File: config.mk
export PLATFORM = sky130hd
export DESIGN_NAME = psat_alu
export DESIGN_NICKNAME = d
export VERILOG_FILES = /design/src/rtl/psat_pkg.sv /design/src/rtl/psat_decode.sv /design/src/rtl/psat_lane.sv /design/src/rtl/psat_outreg.sv /design/src/rtl/psat_alu.sv
export SDC_FILE = /design/constraint.sdc
export NUM_CORES = 1
export LEC_CHECK = 0
export ABC_AREA = 1
export BUFFER_PORTS_ARGS = -buffer_cell sky130_fd_sc_hd__buf_4
export CAP_MARGIN = 20
export CORE_AREA = 2 2 156 158
export DETAILED_ROUTE_END_ITERATION = 10
export DIE_AREA = 0 0 158 160
export GPL_TIMING_DRIVEN = 0
export PLACE_DENSITY = 0.65
export SYNTH_ARGS = -nofsm -noshare
export SYNTH_HDL_FRONTEND = slang
export SYNTH_HIERARCHICAL = 1
export SYNTH_SLANG_ARGS = --single-unit
File: constraint.sdc
create_clock -name clk -period 7.2 [get_ports clk]
set_clock_uncertainty 0.15 [all_clocks]
set_input_delay 1.8 -clock clk [delete_from_list [all_inputs] [get_ports clk]]
set_output_delay 1.8 -clock clk [all_outputs]
set_load 0.02 [all_outputs]
File: src/rtl/psat_pkg.sv
package psat_pkg;

  typedef enum logic [2:0] {
    OP_ADD16 = 3'd0,
    OP_XADD  = 3'd1,
    OP_XSUB  = 3'd2,
    OP_SUB16 = 3'd3,
    OP_ADD8  = 3'd4,
    OP_RSV5  = 3'd5,
    OP_RSV6  = 3'd6,
    OP_SUB8  = 3'd7
  } psat_op_e;

  typedef struct packed {
    logic byte_mode;
    logic illegal;
    logic swap;
    logic lo_sub;
    logic hi_sub;
  } psat_ctrl_t;

  function automatic psat_ctrl_t decode_op(input logic [2:0] op);
    psat_ctrl_t c;
    c = '0;
    case (psat_op_e'(op))
      OP_ADD16: ;
      OP_XADD:  begin c.swap = 1'b1; c.lo_sub = 1'b1; end
      OP_XSUB:  begin c.swap = 1'b1; c.hi_sub = 1'b1; end
      OP_SUB16: begin c.lo_sub = 1'b1; c.hi_sub = 1'b1; end
      OP_ADD8:  c.byte_mode = 1'b1;
      OP_SUB8:  begin c.byte_mode = 1'b1; c.lo_sub = 1'b1; c.hi_sub = 1'b1; end
      default:  c.illegal = 1'b1;
    endcase
    return c;
  endfunction

endpackage

File: src/rtl/psat_decode.sv
module psat_decode #(
  parameter int INSTR_W = 32,
  parameter int IDX_W   = 4,
  parameter int OP_W    = 3,
  parameter int RD_LSB  = 12,
  parameter int RN_LSB  = 16,
  parameter int RM_LSB  = 0,
  parameter int OP_LSB  = 5
) (
  input  logic [INSTR_W-1:0]      instr_i,
  output logic [IDX_W-1:0]        rd_idx_o,
  output logic [IDX_W-1:0]        rn_idx_o,
  output logic [IDX_W-1:0]        rm_idx_o,
  output psat_pkg::psat_ctrl_t    ctrl_o
);
  logic [OP_W-1:0] op_code;
  logic            unused_bits;

  assign rd_idx_o = instr_i[RD_LSB +: IDX_W];
  assign rn_idx_o = instr_i[RN_LSB +: IDX_W];
  assign rm_idx_o = instr_i[RM_LSB +: IDX_W];
  assign op_code  = instr_i[OP_LSB +: OP_W];
  assign ctrl_o   = psat_pkg::decode_op(op_code);
  assign unused_bits = ^instr_i;
endmodule

File: src/rtl/psat_lane.sv
module psat_lane #(
  parameter int LANE_W = 16
) (
  input  logic [LANE_W-1:0] a_i,
  input  logic [LANE_W-1:0] b_i,
  input  logic              sub_i,
  output logic [LANE_W-1:0] y_o,
  output logic              sat_o
);
  localparam int MSB = LANE_W - 1;

  function automatic logic [LANE_W:0] clamp_op(input logic [LANE_W-1:0] a,
                                               input logic [LANE_W-1:0] b,
                                               input logic sub);
    logic [LANE_W-1:0] raw;
    logic [LANE_W-1:0] lim;
    logic              ovf;
    raw = sub ? (a - b) : (a + b);
    if (sub) ovf = (a[MSB] != b[MSB]) && (raw[MSB] != a[MSB]);
    else     ovf = (a[MSB] == b[MSB]) && (raw[MSB] != a[MSB]);
    lim = a[MSB] ? {1'b1, {MSB{1'b0}}} : {1'b0, {MSB{1'b1}}};
    return {ovf, (ovf ? lim : raw)};
  endfunction

  logic [LANE_W:0] packed_out;
  assign packed_out = clamp_op(a_i, b_i, sub_i);
  assign y_o   = packed_out[LANE_W-1:0];
  assign sat_o = packed_out[LANE_W];
endmodule

File: src/rtl/psat_outreg.sv
module psat_outreg #(
  parameter int W       = 8,
  parameter bit REG_OUT = 1'b1
) (
  input  logic         clk,
  input  logic         rst_n,
  input  logic [W-1:0] d_i,
  output logic [W-1:0] q_o
);
  generate
    if (REG_OUT) begin : g_reg
      logic [W-1:0] q_r;
      always_ff @(posedge clk) begin
        if (!rst_n) q_r <= '0;
        else        q_r <= d_i;
      end
      assign q_o = q_r;
    end else begin : g_pass
      logic unused_ctl;
      assign unused_ctl = clk ^ rst_n;
      assign q_o = d_i;
    end
  endgenerate
endmodule

File: src/rtl/psat_alu.sv
module psat_alu #(
  parameter int DATA_W  = 32,
  parameter int INSTR_W = 32,
  parameter int IDX_W   = 4,
  parameter int BYTE_W  = 8,
  parameter bit REG_OUT = 1'b1
) (
  input  logic                    clk,
  input  logic                    rst_n,
  input  logic [INSTR_W-1:0]      instr_i,
  input  logic [DATA_W-1:0]       op_a_i,
  input  logic [DATA_W-1:0]       op_b_i,
  output logic [IDX_W-1:0]        rd_idx_o,
  output logic [IDX_W-1:0]        rn_idx_o,
  output logic [IDX_W-1:0]        rm_idx_o,
  output logic [DATA_W-1:0]       result_o,
  output logic [DATA_W/BYTE_W-1:0] sat_o,
  output logic                    illegal_o
);
  localparam int N_HALF  = 2;
  localparam int HALF_W  = DATA_W / N_HALF;
  localparam int N_BYTES = DATA_W / BYTE_W;
  localparam int PACK_W  = 3 * IDX_W + 1 + N_BYTES + DATA_W;

  psat_pkg::psat_ctrl_t ctrl;
  logic [IDX_W-1:0]     rd_idx, rn_idx, rm_idx;

  psat_decode #(.INSTR_W(INSTR_W), .IDX_W(IDX_W)) u_dec (
    .instr_i  (instr_i),
    .rd_idx_o (rd_idx),
    .rn_idx_o (rn_idx),
    .rm_idx_o (rm_idx),
    .ctrl_o   (ctrl)
  );

  logic [DATA_W-1:0]  half_bus;
  logic [N_HALF-1:0]  half_sat;
  logic [DATA_W-1:0]  byte_bus;
  logic [N_BYTES-1:0] byte_sat;

  genvar h;
  generate
    for (h = 0; h < N_HALF; h++) begin : g_half
      logic [HALF_W-1:0] b_sel;
      assign b_sel = ctrl.swap ? op_b_i[(N_HALF-1-h)*HALF_W +: HALF_W]
                               : op_b_i[h*HALF_W +: HALF_W];
      psat_lane #(.LANE_W(HALF_W)) u_lane (
        .a_i   (op_a_i[h*HALF_W +: HALF_W]),
        .b_i   (b_sel),
        .sub_i ((h == 0) ? ctrl.lo_sub : ctrl.hi_sub),
        .y_o   (half_bus[h*HALF_W +: HALF_W]),
        .sat_o (half_sat[h])
      );
    end
  endgenerate

  genvar k;
  generate
    for (k = 0; k < N_BYTES; k++) begin : g_byte
      psat_lane #(.LANE_W(BYTE_W)) u_lane (
        .a_i   (op_a_i[k*BYTE_W +: BYTE_W]),
        .b_i   (op_b_i[k*BYTE_W +: BYTE_W]),
        .sub_i (ctrl.lo_sub),
        .y_o   (byte_bus[k*BYTE_W +: BYTE_W]),
        .sat_o (byte_sat[k])
      );
    end
  endgenerate

  // Named internal events, observed by the bound checker
  logic [DATA_W-1:0]  nxt_result;
  logic [N_BYTES-1:0] nxt_sat;
  logic               nxt_illegal;
  logic               nxt_byte_mode;

  assign nxt_illegal   = ctrl.illegal;
  assign nxt_byte_mode = ctrl.byte_mode;

  always_comb begin
    if (ctrl.illegal) begin
      nxt_result = '0;
      nxt_sat    = '0;
    end else if (ctrl.byte_mode) begin
      nxt_result = byte_bus;
      nxt_sat    = byte_sat;
    end else begin
      nxt_result = half_bus;
      nxt_sat    = {{(N_BYTES-N_HALF){1'b0}}, half_sat};
    end
  end

  logic [PACK_W-1:0] pack_d, pack_q;
  assign pack_d = {rd_idx, rn_idx, rm_idx, nxt_illegal, nxt_sat, nxt_result};

  psat_outreg #(.W(PACK_W), .REG_OUT(REG_OUT)) u_out (
    .clk   (clk),
    .rst_n (rst_n),
    .d_i   (pack_d),
    .q_o   (pack_q)
  );

  assign {rd_idx_o, rn_idx_o, rm_idx_o, illegal_o, sat_o, result_o} = pack_q;
endmodule

==> reports/results.tsv, run 1 <==
metric	value	unit
period_needed	5.73	ns
synth.cell_area	8120	sq um
antenna_left	0	
post_cts_resized	0	
cp_num_cells	25	
grt_max_degree	16	
cts_num_sinks	49	
arrival	5.83	ns
largest_register_ffs	49	
core_area	23800	sq um
holdPathStages	3	
async_flop_share	0	%
rsz0062_at_grt	no	
antennaDiodeCount	0	
cts_max_level	2	
hold_buffers	0	
status	completed	
finalHoldViolCount	0	
die-area	25300	sq um
path_buf_inv	8	
synth.most_common_cell	nand2_1	
crit_top_cell	nand2_1	
rows	57	
syn_to_final_growth	17.5	%
cts_made_buffers	5	
maxCapViolCount	0	
crit_type	input port to flop	
tritoncts	built	
wl_per_cell	12.0	um
fin_util	40.1	%
max_stage_delay	0.80	ns
post_synth.cell_area_avg	5.98	sq um
die_h	160	um
vias	8257	
crit_required	7.30	ns
cts.path.max_buffers	2	
yosys-top-cells-count	nand2_1, inv_1, nor2_1	
routabilityCongestion	0.889	
grt_antenna_before_repair	0	
overflow	0	
worst_slack	1.47	ns
ys_ff_latch	49	
start_util	34.1	%
post-route-period-util	79.6	%
cp-start-kind	input port	
crit_family	compound AO/OA/AOI/OAI gates	
register_area	981	sq um
fin_nets	1650	
finalSetupViolCount	0	
clockRootBuffer	clkbuf_16	
yosysTopAreaCellShare	18.7	%
io_buffer_count	116	
grt_pass1_wl	34700	um
fillCellCount	2632	
synthFlopType	dfxtp_1	
final_area	9540	sq um
synth-edff-count	0	
synth_cell_types	40	
drtIter0Drc	459	
post_cts_buffers	0	
ioPinCount	147	
ys.warnings.count	6	
grt.total_usage	16.8	%
dp_hpwl	19000	um
max_slew_margin	31.2	%
p_leak	5.68	nW
path_clk_slew	0.07	ns
worstMarginPinSlew	1.02	ns
synth_seq_area_share	12.1	%
post-route-drc-count	0	
synth_nets	1527	
setup-tns-final	0	ns
max_freq	0.174	GHz
drv_slew	0	
cp_max_fo	10	
dr.pass1.iters	5	
multi_input_area	5810	sq um
viasPerCell	4.57	
ys_top_cells_by_area	nand2_1, dfxtp_1, inv_1, ha_1, nor2_1	
synth_top_area_cell	nand2_1	
die_w	158	um
hp-class	input port to flop	
routed_wl	21700	um
ir_worst_vdd	0.0000991	V
dpl_cell_area	9400	sq um
layout-drive-gt1-share	19.5	%
syn_inst	1359	
place_ws	1.21	ns
power_density	183	nW/um^2
crit_slowest_cell	o21ai_0	
end_kind	flop	
grt_pass1_vias	7611	
## power by group
part | internal (mW) | switching (mW)
Sequential | 0.311 | 0.0102
Combinational | 0.472 | 0.715
Clock | 0.129 | 0.109
Total | 0.912 | 0.834
## layout by cell type, fill, tap and decap left out, types with 5 or more instances in the layout
cell / count
buf_4: 139
nor2_2: 18
a21oi_2: 25
fa_1: 6
dfxtp_1: 49
nor2_1: 149
ha_1: 64
o21ai_0: 33
a21oi_1: 58
clkbuf_16: 5
nand2_2: 31
o21ai_1: 8
inv_1: 248
xor2_1: 56
a31oi_1: 15
nand3_1: 47
xnor2_1: 30
buf_6: 17
nand2_1: 405
nand3_2: 22
## cells by family after synthesis
family	Yosys count	synth area share, %
and+or+nand+nor	696	38.4
AOI/OAI and AO/OA	158	11.8
DFF	49	12.1
adders and majority gates	70	11.3
xor gates and xnor gates	90	10.1
buffers and inverters	296	16.4
## worst paths after layout
check	from	endpoint	slack, ns
max	instr_i[7]	u_out/q_o[32]	1.47
min	instr_i[14]	u_out/q_o[47]	1.53
## metrics by stage
stage	hold slack (ns)	cells	total power, mW
after floorplan	1.82	1359	1.23
after global placement	1.83	1799	1.51
after detailed placement	1.83	1799	1.52
after CTS	1.52	1807	1.77
after global routing	1.53	1807	1.93
final	1.53	1807	1.75
## per-layer routing
layer / track usage [%] / share of wire (%) / vias to the layer above
li1: - / - / 4387
met1: 23.1 / 49 / 3697
met2: 28.1 / 45 / 160
met3: 2.09 / 5.0 / 13
met4: 3.73 / 1.4 / 0
met5: 0 / 0 / -
## layout make-up
| class | count | share of cell area [%] |
|---|---|---|
| Clock inverter | 2 | 0.157 |
| Timing Repair Buffer | 116 | 9.13 |
| Clock buffer | 6 | 1.35 |
| Inverter | 251 | 9.87 |
| Multi-Input combinational cell | 1014 | 60.9 |
| Tap cell | 324 | 4.25 |
| Buffer | 45 | 4.05 |
| Sequential cell | 49 | 10.3 |
No activity file was read; power rests on OpenSTA's default activity.
==> inputs of run 2 (changes only) <==
--- a/config.mk
+++ b/config.mk
@@ -12,7 +12,7 @@
 export DETAILED_ROUTE_END_ITERATION = 10
 export DIE_AREA = 0 0 158 160
 export GPL_TIMING_DRIVEN = 0
-export PLACE_DENSITY = 0.65
+export PLACE_DENSITY = 0.67
 export SYNTH_ARGS = -nofsm -noshare
 export SYNTH_HDL_FRONTEND = slang
 export SYNTH_HIERARCHICAL = 1
==> constraint.sdc (replaced) <==
create_clock -name clk -period 4.91 [get_ports clk]
set_clock_uncertainty 0.15 [all_clocks]
set_input_delay 1.2275 -clock clk [delete_from_list [all_inputs] [get_ports clk]]
set_output_delay 1.2275 -clock clk [all_outputs]
set_load 0.02 [all_outputs]
==> reports/results.tsv, run 2 (synthesized netlist as in run 1, its figures left out) <==
metric	value	unit	change
path_clk_slew	0.07	ns	about the same
grt_max_degree	16		unchanged
die_w	158	um	unchanged
power.internal	1.39	mW	was 0.912 mW
place_ws	-0.542	ns	was 1.21 ns
cts_max_level	2		unchanged
grt_pass1_vias	7585		was 7611
crit_required	5.01	ns	was 7.30 ns
fin_nets	1666		was 1650
end_kind	flop		unchanged
cts.path.max_buffers	2		unchanged
finalPower	2.65	mW	was 1.75 mW
seqPwrFrac	17.8	%	was 18.4%
arrival	4.82	ns	was 5.83 ns
hold_start	instr_i[14]		unchanged
dr.pass1.iters	5		unchanged
ir_worst_vdd	0.000128	V	was 0.0000991 V
hp-class	input port to flop		unchanged
crit_slowest_cell	ha_1		was o21ai_0
post-route-period-util	96.1	%	
hold_buffers	0		unchanged
worst_slack	0.192	ns	was 1.47 ns
start_util	34.1	%	unchanged
rows	57		unchanged
wl_per_cell	12.2	um	was 12.0 um
p_leak	5.79	nW	was 5.68 nW
power_density	268	nW/um^2	was 183 nW/um^2
syn_to_final_growth	21.7	%	was 17.5%
core_area	23800	sq um	unchanged
worstMarginPinSlew	0.556	ns	was 1.02 ns
viasPerCell	4.60		was 4.57
die_h	160	um	unchanged
power_switching	1.26	mW	was 0.834 mW
register_area	981	sq um	unchanged
rsz0062_at_grt	yes		was no
overflow	0		unchanged
drtIter0Drc	514		was 459
post-route-drc-count	0		unchanged
p_sw_share	47.4	%	was 47.8%
maxCapViolCount	0		unchanged
period_needed	4.72	ns	
status	completed		unchanged
max_slew_margin	62.5	%	was 31.2%
drv_slew	0		unchanged
mostFrequentLayoutCells	nand2_1, inv_1, buf_4		was nand2_1, inv_1, nor2_1
cts_num_sinks	49		unchanged
ioPinCount	147		unchanged
cts_made_buffers	5		unchanged
max_freq	0.212	GHz	
clockRootBuffer	clkbuf_16		unchanged
clkPwrFrac	13.8	%	was 13.6%
layout-drive-gt1-share	23.2	%	was 19.5%
final_common_cell	nand2_1		unchanged
finalSetupViolCount	0		unchanged
finalHoldViolCount	0		unchanged
critical_path.startpoint	instr_i[5]		was instr_i[7]
grt_pass1_wl	35300	um	was 34700 um
io_buffer_count	116		unchanged
cp-start-kind	input port		unchanged
antenna_left	0		unchanged
die-area	25300	sq um	unchanged
dp_hpwl	19000	um	about the same
crit_type	input port to flop		unchanged
fillCellCount	2675		was 2632
vias	8393		was 8257
cp_max_fo	10		unchanged
max_stage_delay	0.36	ns	was 0.80 ns
grt.total_usage	17.1	%	was 16.8%
largest_register_ffs	49		unchanged
tritoncts	built		unchanged
antennaDiodeCount	0		unchanged
crit_top_cell	nand2_1		unchanged
multi_input_area	5990	sq um	was 5810 sq um
routed_wl	22200	um	was 21700 um
grt_antenna_before_repair	0		unchanged
p_comb_share	68.4	%	was 67.9%
routabilityCongestion	0.882		was 0.889
==> run 2: changes by cell type in the layout (fill, tap and decap cells not counted), moves of 7 or more <==
| cell | delta |
|---|---|
| nand2_2 | +9 |
| buf_4 | +12 |
| nor2_2 | +7 |
| nor2_1 | -9 |
| o21ai_2 | +7 |
| nand2_1 | -9 |
==> run 2: final cells by class <==
type | instances | area share, %
multi-input cells | 1014 | 60.6
repair buffers | 132 | 10.2
flip-flops and latches | 49 | 9.92
inverters | 251 | 9.55
plain buffers | 45 | 4.10
well taps | 324 | 4.10
clock buffers | 6 | 1.40
clock inverters | 2 | 0.139
==> run 2: routing by layer <==
| metal | routed length [um] | GRT usage (%) |
|---|---|---|
| met4 | 436 | 4.46 |
| met1 | 10600 | 23.6 |
| met5 | 0 | 0 |
| met2 | 9890 | 28.0 |
| met3 | 1290 | 2.42 |
==> run 2: per-stage QoR <==
step,hold WS (ns),util (%),cell area [sq um],setup TNS (ns),cells
global placement,1.25,39.5,9400,-6.76,1799
floorplan,1.25,-,8120,0,1359
detailed placement,1.26,39.5,9400,-8.74,1799
CTS,0.940,40.1,9550,0,1807
global route,0.937,41.5,9890,-0.438,1823
finish,0.949,41.5,9890,0,1823
==> run 2: power groups by stage <==
stage	clock [mW]	sequential (mW)	combinational [mW]
final	0.366	0.471	1.81
after global routing	0.395	0.477	2.06
after CTS	0.380	0.473	1.75
after detailed placement	0	0.482	1.74
after global placement	0	0.482	1.73
after floorplan	0	0.556	1.25
==> run 2: worst paths after layout <==
path / to / slack (ns) / cells after the start
min: u_out/q_o[47] / 0.95 / 3
max: u_out/q_o[32] / 0.19 / 34
==> run 2: repair_timing <==
item / CTS / global route
buffers inserted: 0 / 13
gates cloned: 0 / 3
endpoints found under the setup margin: 16 / 34
resized for setup: 1 / 60
pin swaps: 0 / 22
==> run 2: worst max-delay path: cells and delay by family <==
family	cells	cell delay, ns
buffers and inverters	9	0.89
adders and majority gates	2	0.52
xor gates and xnor gates	1	0.16
and+or+nand+nor	19	1.75
AOI/OAI and AO/OA	3	0.27
